[src/rtl/esc_rx_pkg.sv]
package esc_rx_pkg;

  typedef logic [1:0] line_t;

  localparam line_t LN_11 = 2'b11;
  localparam line_t LN_10 = 2'b10;
  localparam line_t LN_01 = 2'b01;
  localparam line_t LN_00 = 2'b00;

  localparam int CMD_W    = 8;
  localparam int NUM_TRIG = 4;
  localparam int TRIG_IW  = $clog2(NUM_TRIG);

  typedef enum logic [1:0] {
    CL_DATA,
    CL_SLEEP,
    CL_TRIG,
    CL_BAD
  } cmd_class_e;

  typedef struct packed {
    cmd_class_e          cls;
    logic [TRIG_IW-1:0]  trig_idx;
  } cmd_dec_t;

  // Command classification; first received bit is the MSB.
  function automatic cmd_dec_t decode_cmd(input logic [CMD_W-1:0] c);
    cmd_dec_t d;
    d.cls      = CL_BAD;
    d.trig_idx = '0;
    case (c)
      8'b1110_0001: d.cls = CL_DATA;
      8'b0001_1110: d.cls = CL_SLEEP;
      8'b0110_0010: begin d.cls = CL_TRIG; d.trig_idx = TRIG_IW'(0); end
      8'b0101_1101: begin d.cls = CL_TRIG; d.trig_idx = TRIG_IW'(1); end
      8'b0010_0001: begin d.cls = CL_TRIG; d.trig_idx = TRIG_IW'(2); end
      8'b1010_0000: begin d.cls = CL_TRIG; d.trig_idx = TRIG_IW'(3); end
      default:      d.cls = CL_BAD;
    endcase
    return d;
  endfunction

  function automatic logic is_mark(input line_t s);
    return (s == LN_10) || (s == LN_01);
  endfunction

  function automatic logic mark_value(input line_t s);
    return s == LN_10;
  endfunction

  // Saturating increment of a run-length counter.
  function automatic logic [15:0] run_inc(input logic [15:0] cnt, input logic [15:0] cap);
    return (cnt >= cap) ? cap : cnt + 16'd1;
  endfunction

endpackage

[src/rtl/esc_line_filter.sv]
module esc_line_filter
  import esc_rx_pkg::*;
#(
  parameter int FILT_W = 4
) (
  input  logic              clk,
  input  logic              rst_n,
  input  logic              dp_i,
  input  logic              dn_i,
  input  logic [FILT_W-1:0] len_i,
  output line_t             state_o,
  output logic              evt_o
);

  localparam logic [15:0] RUN_CAP = 16'((1 << FILT_W) - 1);

  line_t             sync1, sync2, cand, acc;
  logic [FILT_W-1:0] run;
  logic [FILT_W-1:0] run_next;
  logic [FILT_W-1:0] need;
  logic              settle;

  always_comb begin
    need     = (len_i == '0) ? FILT_W'(1) : len_i;
    run_next = (sync2 == cand) ? FILT_W'(run_inc(16'(run), RUN_CAP)) : FILT_W'(1);
    settle   = (run_next >= need) && (acc != sync2);
  end

  always_ff @(posedge clk or negedge rst_n) begin
    if (!rst_n) begin
      sync1 <= LN_11;
      sync2 <= LN_11;
      cand  <= LN_11;
      acc   <= LN_11;
      run   <= '0;
      evt_o <= 1'b0;
    end else begin
      sync1 <= {dp_i, dn_i};
      sync2 <= sync1;
      cand  <= sync2;
      run   <= run_next;
      evt_o <= settle;
      if (settle) acc <= sync2;
    end
  end

  assign state_o = acc;

endmodule

[src/rtl/esc_entry_detect.sv]
module esc_entry_detect
  import esc_rx_pkg::*;
(
  input  logic  clk,
  input  logic  rst_n,
  input  logic  evt_i,
  input  line_t state_i,
  output logic  entry_o,
  output logic  abort_o
);

  typedef enum logic [2:0] {E_IDLE, E_G10, E_G00, E_G01, E_HOLD} ent_e;

  ent_e st;

  always_ff @(posedge clk or negedge rst_n) begin
    if (!rst_n) begin
      st      <= E_IDLE;
      entry_o <= 1'b0;
      abort_o <= 1'b0;
    end else begin
      entry_o <= 1'b0;
      abort_o <= 1'b0;
      if (evt_i) begin
        if (state_i == LN_11) begin
          abort_o <= (st == E_G10) || (st == E_G00) || (st == E_G01);
          st      <= E_IDLE;
        end else begin
          case (st)
            E_IDLE:  st <= (state_i == LN_10) ? E_G10 : E_HOLD;
            E_G10:   st <= (state_i == LN_00) ? E_G00 : E_HOLD;
            E_G00:   st <= (state_i == LN_01) ? E_G01 : E_HOLD;
            E_G01: begin
              entry_o <= (state_i == LN_00);
              st      <= E_HOLD;
            end
            default: st <= E_HOLD;
          endcase
        end
      end
    end
  end

endmodule

[src/rtl/esc_sot_decode.sv]
module esc_sot_decode
  import esc_rx_pkg::*;
(
  input  logic  clk,
  input  logic  rst_n,
  input  logic  evt_i,
  input  line_t state_i,
  input  logic  en_i,
  output logic  bit_stb_o,
  output logic  bit_val_o
);

  logic armed;

  always_ff @(posedge clk or negedge rst_n) begin
    if (!rst_n) begin
      armed     <= 1'b0;
      bit_stb_o <= 1'b0;
      bit_val_o <= 1'b0;
    end else begin
      bit_stb_o <= 1'b0;
      if (evt_i) begin
        armed     <= (state_i == LN_00);
        bit_stb_o <= en_i && armed && is_mark(state_i);
        bit_val_o <= mark_value(state_i);
      end
    end
  end

endmodule

[src/rtl/esc_lane_rx.sv]
module esc_lane_rx
  import esc_rx_pkg::*;
#(
  parameter int FILT_W = 4,
  parameter int DATA_W = 8
) (
  input  logic                clk,
  input  logic                rst_n,
  input  logic                dp_i,
  input  logic                dn_i,
  input  logic [FILT_W-1:0]   filt_len_i,
  output logic                stop_o,
  output logic                lpdt_o,
  output logic                ulps_o,
  output logic                esc_err_o,
  output logic [NUM_TRIG-1:0] trig_o,
  output logic [DATA_W-1:0]   rx_byte_o,
  output logic                rx_valid_o
);

  localparam int CNT_W = $clog2((DATA_W > CMD_W ? DATA_W : CMD_W) + 1);
  localparam logic [CNT_W-1:0] CMD_LAST  = CNT_W'(CMD_W - 1);
  localparam logic [CNT_W-1:0] DATA_LAST = CNT_W'(DATA_W - 1);

  typedef enum logic [2:0] {M_STOP, M_CMD, M_DATA, M_SLEEP, M_HALT} mode_e;

  line_t             line_state;
  logic              line_evt;
  logic              entry_pulse;
  logic              abort_pulse;
  logic              bit_stb;
  logic              bit_val;
  logic              dec_en;
  logic              line_exit;
  mode_e             mode;
  logic [CMD_W-1:0]  cmd_sr;
  logic [CMD_W-1:0]  cmd_full;
  logic [DATA_W-1:0] data_sr;
  logic [DATA_W-1:0] data_full;
  logic [CNT_W-1:0]  bit_cnt;
  logic              err_q;
  cmd_dec_t          cmd_dec;

  esc_line_filter #(.FILT_W(FILT_W)) u_filter (
    .clk     (clk),
    .rst_n   (rst_n),
    .dp_i    (dp_i),
    .dn_i    (dn_i),
    .len_i   (filt_len_i),
    .state_o (line_state),
    .evt_o   (line_evt)
  );

  esc_entry_detect u_entry (
    .clk     (clk),
    .rst_n   (rst_n),
    .evt_i   (line_evt),
    .state_i (line_state),
    .entry_o (entry_pulse),
    .abort_o (abort_pulse)
  );

  esc_sot_decode u_sot (
    .clk       (clk),
    .rst_n     (rst_n),
    .evt_i     (line_evt),
    .state_i   (line_state),
    .en_i      (dec_en),
    .bit_stb_o (bit_stb),
    .bit_val_o (bit_val)
  );

  always_comb begin
    dec_en    = (mode == M_CMD) || (mode == M_DATA);
    line_exit = line_evt && (line_state == LN_11);
    cmd_full  = {cmd_sr[CMD_W-2:0], bit_val};
    data_full = {bit_val, data_sr[DATA_W-1:1]};
    cmd_dec   = decode_cmd(cmd_full);
  end

  always_ff @(posedge clk or negedge rst_n) begin
    if (!rst_n) begin
      mode       <= M_STOP;
      cmd_sr     <= '0;
      data_sr    <= '0;
      bit_cnt    <= '0;
      err_q      <= 1'b0;
      trig_o     <= '0;
      rx_byte_o  <= '0;
      rx_valid_o <= 1'b0;
    end else begin
      trig_o     <= '0;
      rx_valid_o <= 1'b0;
      if (line_exit) begin
        mode    <= M_STOP;
        err_q   <= 1'b0;
        bit_cnt <= '0;
      end else begin
        case (mode)
          M_STOP: begin
            if (entry_pulse) begin
              mode    <= M_CMD;
              bit_cnt <= '0;
            end
          end
          M_CMD: begin
            if (bit_stb) begin
              cmd_sr  <= cmd_full;
              bit_cnt <= bit_cnt + CNT_W'(1);
              if (bit_cnt == CMD_LAST) begin
                bit_cnt <= '0;
                case (cmd_dec.cls)
                  CL_DATA:  mode <= M_DATA;
                  CL_SLEEP: mode <= M_SLEEP;
                  CL_TRIG: begin
                    mode   <= M_HALT;
                    trig_o <= NUM_TRIG'(1) << cmd_dec.trig_idx;
                  end
                  default: begin
                    mode  <= M_HALT;
                    err_q <= 1'b1;
                  end
                endcase
              end
            end
          end
          M_DATA: begin
            if (bit_stb) begin
              data_sr <= data_full;
              bit_cnt <= bit_cnt + CNT_W'(1);
              if (bit_cnt == DATA_LAST) begin
                bit_cnt    <= '0;
                rx_byte_o  <= data_full;
                rx_valid_o <= 1'b1;
              end
            end
          end
          default: ;
        endcase
      end
    end
  end

  assign stop_o    = (mode == M_STOP);
  assign lpdt_o    = (mode == M_DATA);
  assign ulps_o    = (mode == M_SLEEP);
  assign esc_err_o = err_q;

endmodule

[config.mk]
export PLATFORM = sky130hd
export DESIGN_NAME = esc_lane_rx
export DESIGN_NICKNAME = d
export VERILOG_FILES = /design/src/rtl/esc_rx_pkg.sv /design/src/rtl/esc_line_filter.sv /design/src/rtl/esc_entry_detect.sv /design/src/rtl/esc_sot_decode.sv /design/src/rtl/esc_lane_rx.sv
export SDC_FILE = /design/constraint.sdc
export NUM_CORES = 1
export LEC_CHECK = 0
export BUFFER_PORTS_ARGS = -buffer_cell sky130_fd_sc_hd__buf_2
export CAP_MARGIN = 20
export CORE_MARGIN = 4
export CORE_UTILIZATION = 25
export DETAILED_ROUTE_END_ITERATION = 10
export PLACE_DENSITY_LB_ADDON = 0.3
export REMOVE_ABC_BUFFERS = 1
export SYNTH_ARGS = -nofsm -noshare
export SYNTH_HDL_FRONTEND = slang
export SYNTH_SLANG_ARGS = --single-unit
export TNS_END_PERCENT = 10
[constraint.sdc]
create_clock -name clk -period 2.3 [get_ports clk]
set_input_delay 0.23 -clock clk [delete_from_list [all_inputs] [get_ports clk]]
set_output_delay 0.23 -clock clk [all_outputs]
set_load 0.005 [all_outputs]
== After elaboration in Yosys (flattened, before gate mapping) ==
Index checks and enable logic that the tools add are counted.

* Bits in registers: 56
* Input port bits: 8
* Output and inout port bits: 17
* Logic and storage cells: 114

* Add/sub/neg operators: 2
* Order comparisons: 2
* Equality and inequality tests: 25
* Shift operators: 1
* Mux-type cells: 39
* Bitwise logic cells: 1
* Reduce and logical (&&, ||, !) cells: 25

{| class="wikitable"
|+ Operators with widths
! operator !! number
|-
| 4-bit 2-to-1 mux || 12
|-
| 3-bit 2-to-1 mux || 8
|-
| 8-bit by 7-bit == test with 1-bit output (second input constant) || 2
|-
| 8-bit == test (second input constant) || 2
|-
| 1-bit 2-to-1 mux || 13
|-
| 3-bit by 2-bit == test with 1-bit output (second input constant) || 4
|-
| 2-bit one-hot mux with 3 select lines || 2
|-
| 3-bit one-hot mux with 2 select lines || 2
|-
| 4-bit AND reduction || 3
|-
| 3-bit one-hot mux with 3 select lines || 1
|-
| 3-bit AND reduction || 3
|-
| 4-bit by 1-bit adder with 4-bit output (second input constant) || 2
|-
| 8-bit by 5-bit == test with 1-bit output (second input constant) || 1
|-
| 8-bit by 6-bit == test with 1-bit output (second input constant) || 1
|-
| 4-bit one-hot mux with 2 select lines || 1
|-
| 2-bit == test (second input constant) || 3
|-
| 3-bit by 1-bit == test with 1-bit output (second input constant) || 2
|-
| 3-bit zero test || 2
|-
| 3-bit by 1-bit != test with 1-bit output (second input constant) || 2
|-
| 3-bit by 2-bit != test with 1-bit output (second input constant) || 2
|-
| 2-bit nonzero test || 3
|-
| 3-bit nonzero test || 2
|-
| 2-bit by 1-bit == test with 1-bit output (second input constant) || 2
|-
| 4-bit by 3-bit == test with 1-bit output (second input constant) || 1
|-
| 14 further kinds || 19
|}

== Depth between registers and ports, before layout ==
* Depth after elaboration: 10
* Mapped depth: 10

== Cells and area by module ==
From an unflattened synthesis, not the netlist that was laid out.

* Cell total of the unflattened synthesis: 220
* Area total of the unflattened synthesis: 2657.5 µm²

{| class="wikitable"
|+ By module, submodules not included
! module !! times used !! cells an instance !! area an instance (µm²) !! sequential area each (µm²)
|-
| esc_lane_rx || 1 || 136 || 1640.3 || 875.8
|-
| esc_line_filter || 1 || 47 || 611.8 || 335.3
|-
| esc_entry_detect || 1 || 27 || 265.3 || 125.1
|-
| esc_sot_decode || 1 || 10 || 140.1 || 75.1
|}

== Worst setup path before layout ==
Ideal clock, no wire load.

* Path kind: reg2reg
* From: register u_filter.sync2[1]
* To: register u_filter.acc[0] (netlist: u_filter.state_o[0])
* Library setup time: 0.082 ns
* Arrival: 2.276 ns
* Data required time: 2.218 ns
* Slack: -0.058 ns
* Stages on the path, launching flop included: 11
* Buffers on the path: 0
* Clock period less this slack: 2.358 ns
* Cells stage by stage: dfstp_2 > xor2_1 > nor2_1 > nand3_1 > inv_1 > ha_1 > nand2b_1 > a21o_1 > a21o_1 > a21oi_1 > mux2_2

* Longest elaborated chain between the ends: 4
* Elaborated cells between the ends (all ways): 5
* Classes of those cells: order compare: 1; eq/ne: 2; mux: 1; reduce/logical: 1

{| class="wikitable"
|+ RTL lines
! what !! line !! text
|-
| start: declaration || esc_line_filter.sv:17 || <nowiki>line_t sync1, sync2, cand, acc;</nowiki>
|-
| start signal: assignment || esc_line_filter.sv:39 || <nowiki>sync2 <= sync1;</nowiki>
|-
| 2-bit == test || esc_line_filter.sv:25 || <nowiki>run_next = (sync2 == cand) ? FILT_W'(run_inc(16'(run), RUN_CAP)) : FILT_W'(1);</nowiki>
|-
| 4-bit 2-to-1 mux || esc_line_filter.sv:25 ||
|-
| named net u_filter.run_next[0] || esc_line_filter.sv:19 || <nowiki>logic [FILT_W-1:0] run_next;</nowiki>
|-
| 4-bit >= comparator || esc_line_filter.sv:26 || <nowiki>settle = (run_next >= need) && (acc != sync2);</nowiki>
|-
| 1-bit logical AND || esc_line_filter.sv:26 ||
|-
| end signal: assignment || esc_line_filter.sv:43 || <nowiki>if (settle) acc <= sync2;</nowiki>
|-
| end: declaration || esc_line_filter.sv:17 ||
|}

The timed path passes the listed nets, and every way through them passes these cells.
A chain may end at the register's enable or synchronous reset.

== Final worst setup path ==
Ends and elaborated chain as after synthesis.

==> metrics.txt <==
outcome=complete, no violations; footprint of the multi-input gates=1101 um^2; H-tree Lvls=2; ratio of cells with drive above 1 in the final layout=36.21%; fmax=445.5 MHz; CP arrival=2480 ps; Die H=108.3 um; Hold Path Cell Cnt=1; GRT Residual Overflow=0; min Tclk post-route=2245 ps; first-pass GRT wire length=7.231 mm; Final Hold Fails=0; worst ir drop on vdd=0.3496 mV; Nets=260; DR WL/cell=11.58 um; library cells used by synthesis=47; Die Wd=108.3 um; fill cell total of the finished layout=1006; critical path class=flip-flop to flip-flop; Seq/Total Area, Yosys=55.10%; Final ANT Viol Nets=0; Hold Path Origin=dn_i; crit-path max FO=3; WHS Endpoint=u_filter.sync1[0]$_DFF_PN1_; RSZ-0062 raised after global routing=yes; Final HPWL DP=3.196 mm; cells after synthesis=201; # diodes=0; P&R area growth vs syn=21.03%; number of synthesized flops with an enable pin=0; Worst-path clk slew=100 ps; Synth Area per Inst=12.52 um^2; # setup viols final=0; Placed Area=2875 um^2; R2R Path Start=u_filter.sync2[1]$_DFF_PN1_; # DRC=0; initial core utilization=25.74%; initial antenna violation count=0; number of port buffers=24; core area=9774 um^2; Least-Margin Pin Slew=590.9 ps; CTS tree=done; ys async rst share=100.0%; Cells after DPL=365; Crit. End Element=flip-flop; WP data required=2530 ps; placer congestion estimate=0.7284; die area=11730 um^2; sequential cell area=1386 um^2; Reg2Reg Setup Slack=60 ps; period utilisation layout=97.59%; vias per std cell=4.309; CP startpoint kind=flip-flop; Synth Flop Type=dfrtp_1; WL final=4.354 mm; vias=1620; maxcap violations=0; #FFs+latches synth=55; number of global-route vias before repair=1576; Pleak=1.498 nW; Clock Skew=9.718 ps; Mapped Area=2516 um^2; Power Density=663.5 nW/um^2; clock buffer depth=2; CTS root buf=clkbuf_8; Yosys warnings=0; Pins Over Slew Limit=0; Clock Latency Late Sink=300 ps; FP Rows=36; total clock sinks=55; post-layout util=31.16%; Setup TNS=0 ps; HP Class=input port to flip-flop; fin area=3045 um^2; reg2reg end=u_filter.state_o[0]$_DFFE_PN1P_; Cell Count, Final, Fillers Out=376; CTS buffer count=5; max-slew headroom at the worst pin=60.61%; First-pass DRT Iterations=4; FF-to-FF path depth=10; io pins=25; GRT Total Usage=7.702%; DRT iter0 DRCs=36; largest net degree at the start of global routing=31
## kinds of logic (layout without fill, tap and decap cells)
family                   count (synthesis)  in the layout  share of synthesized area [%]
flip-flops                              55             55                          55.10
AND/OR/NAND/NOR                         60             60                          14.42
multiplexers                            27             27                          13.23
AO/OA/AOI/OAI                           29             29                          7.857
buffers and inverters                   15             57                          2.685
adder cells (fa/ha/maj)                 10             10                          4.973
XOR/XNOR                                 5              5                          1.741
## cell type report
cell class	count	share of cell area (%)
clock buffer	7	3.164
clock inverter	1	0.2465
inverter	10	1.233
multi-input combinational	131	36.15
sequential	55	45.52
tap	133	5.464
timing repair buffer	39	8.217
## state kept, by name (all words and copies together), names as in the netlist, 3 cells and up
| name | count |
|---|---|
| data_sr | 7 |
| cmd_sr | 7 |
| rx_byte_o | 8 |
| u_entry.st | 3 |
| u_filter.run | 4 |
| bit_cnt | 4 |
| mode | 3 |
| trig_o | 4 |
## Yosys cell counts (all sizes together), types with 4 or more instances
| cell | number | area [um^2] |
|---|---|---|
| a21o | 4 | 30.03 |
| nand2b | 4 | 25.02 |
| nor2b | 5 | 31.28 |
| nand3 | 10 | 55.05 |
| nor3 | 6 | 30.03 |
| mux2 | 26 | 322.8 |
| nand2 | 7 | 28.78 |
| ha | 10 | 125.1 |
| nor2 | 9 | 33.78 |
| dfstp | 8 | 210.2 |
| inv | 10 | 37.54 |
| dfrtp | 47 | 1176 |
| a21oi | 5 | 25.02 |
| o21ai | 7 | 35.03 |
## worst max-delay path, stage by stage (launching register included)
cell	delay [ps]
dfstp_2	550
xor2_1	180
nor2_1	60
nand3_1	100
inv_1	50
ha_1	260
nand2b_4	130
a21o_1	150
a21o_1	180
a21oi_4	210
mux2_4	320
## metrics by stage
stage | setup slack [ps] | power [mW] | hold slack (ps)
finish | 55.41 | 2.021 | 21.57
detailed placement | -102.7 | 1.422 | 272.9
global route | -32.26 | 2.138 | 4.154
CTS | 17.62 | 2.039 | 4.847
global placement | -51.11 | 1.419 | 273.1
floorplan | -58.16 | 1.305 | -65.59
## routing by layer
layer,part of all wire [%],global-route usage [%],up-vias
met5,0,0,-
met4,0.92,2.164,0
met3,5.2,2.687,5
met2,44,12.08,31
met1,50,10.09,777
li1,-,-,807
## cells in the final DEF, fill, tap and decap left out, types with 2 or more instances in the layout
cell type and count:
ha_1 10, o41ai_1 3, nor2b_1 5, a21oi_1 4, nand3b_1 3, xor2_1 2, buf_2 24, buf_4 12
a31oi_1 2, clkbuf_8 7, inv_1 10, nand2_1 6, o21ai_0 7, nand2b_1 3, mux2_4 10, mux2_2 16
and3b_1 2, nor2_1 9, dlygate4sd3_1 2, nor3_1 5, dfstp_2 8, a21o_1 4, nand3_1 9, xnor2_1 2
or2_1 2, nor4b_1 3, dfrtp_1 47
## power by group
part,internal (mW),switching (mW)
Clock,0.275,0.317
Sequential,1.04,0.0765
Combinational,0.164,0.146
## worst max-delay path by stage
stage / start / endpoint / slack, ps / cells past startpoint
2_1_floorplan: u_filter.sync2[1]$_DFF_PN1_ / u_filter.state_o[0]$_DFFE_PN1P_ / -60 / 10
3_3_place_gp: u_filter.sync2[0]$_DFF_PN1_ / u_filter.state_o[0]$_DFFE_PN1P_ / -50 / 10
3_5_place_dp: u_filter.sync2[1]$_DFF_PN1_ / u_filter.state_o[0]$_DFFE_PN1P_ / -100 / 10
4_1_cts: u_filter.sync2[1]$_DFF_PN1_ / u_filter.state_o[0]$_DFFE_PN1P_ / 20 / 10
5_1_grt: u_filter.sync2[1]$_DFF_PN1_ / u_filter.state_o[0]$_DFFE_PN1P_ / -30 / 10
6_report: u_filter.sync2[1]$_DFF_PN1_ / u_filter.state_o[0]$_DFFE_PN1P_ / 60 / 10
## what timing repair did
item	CTS	global route
resized for setup	4	3
pin swaps	3	7
cloned	0	0
hold buffers	1	1
hold endpoints to repair	25	1
setup buffers	0	1
setup endpoints to repair	3	2
Power figures use the tool's default switching activity.
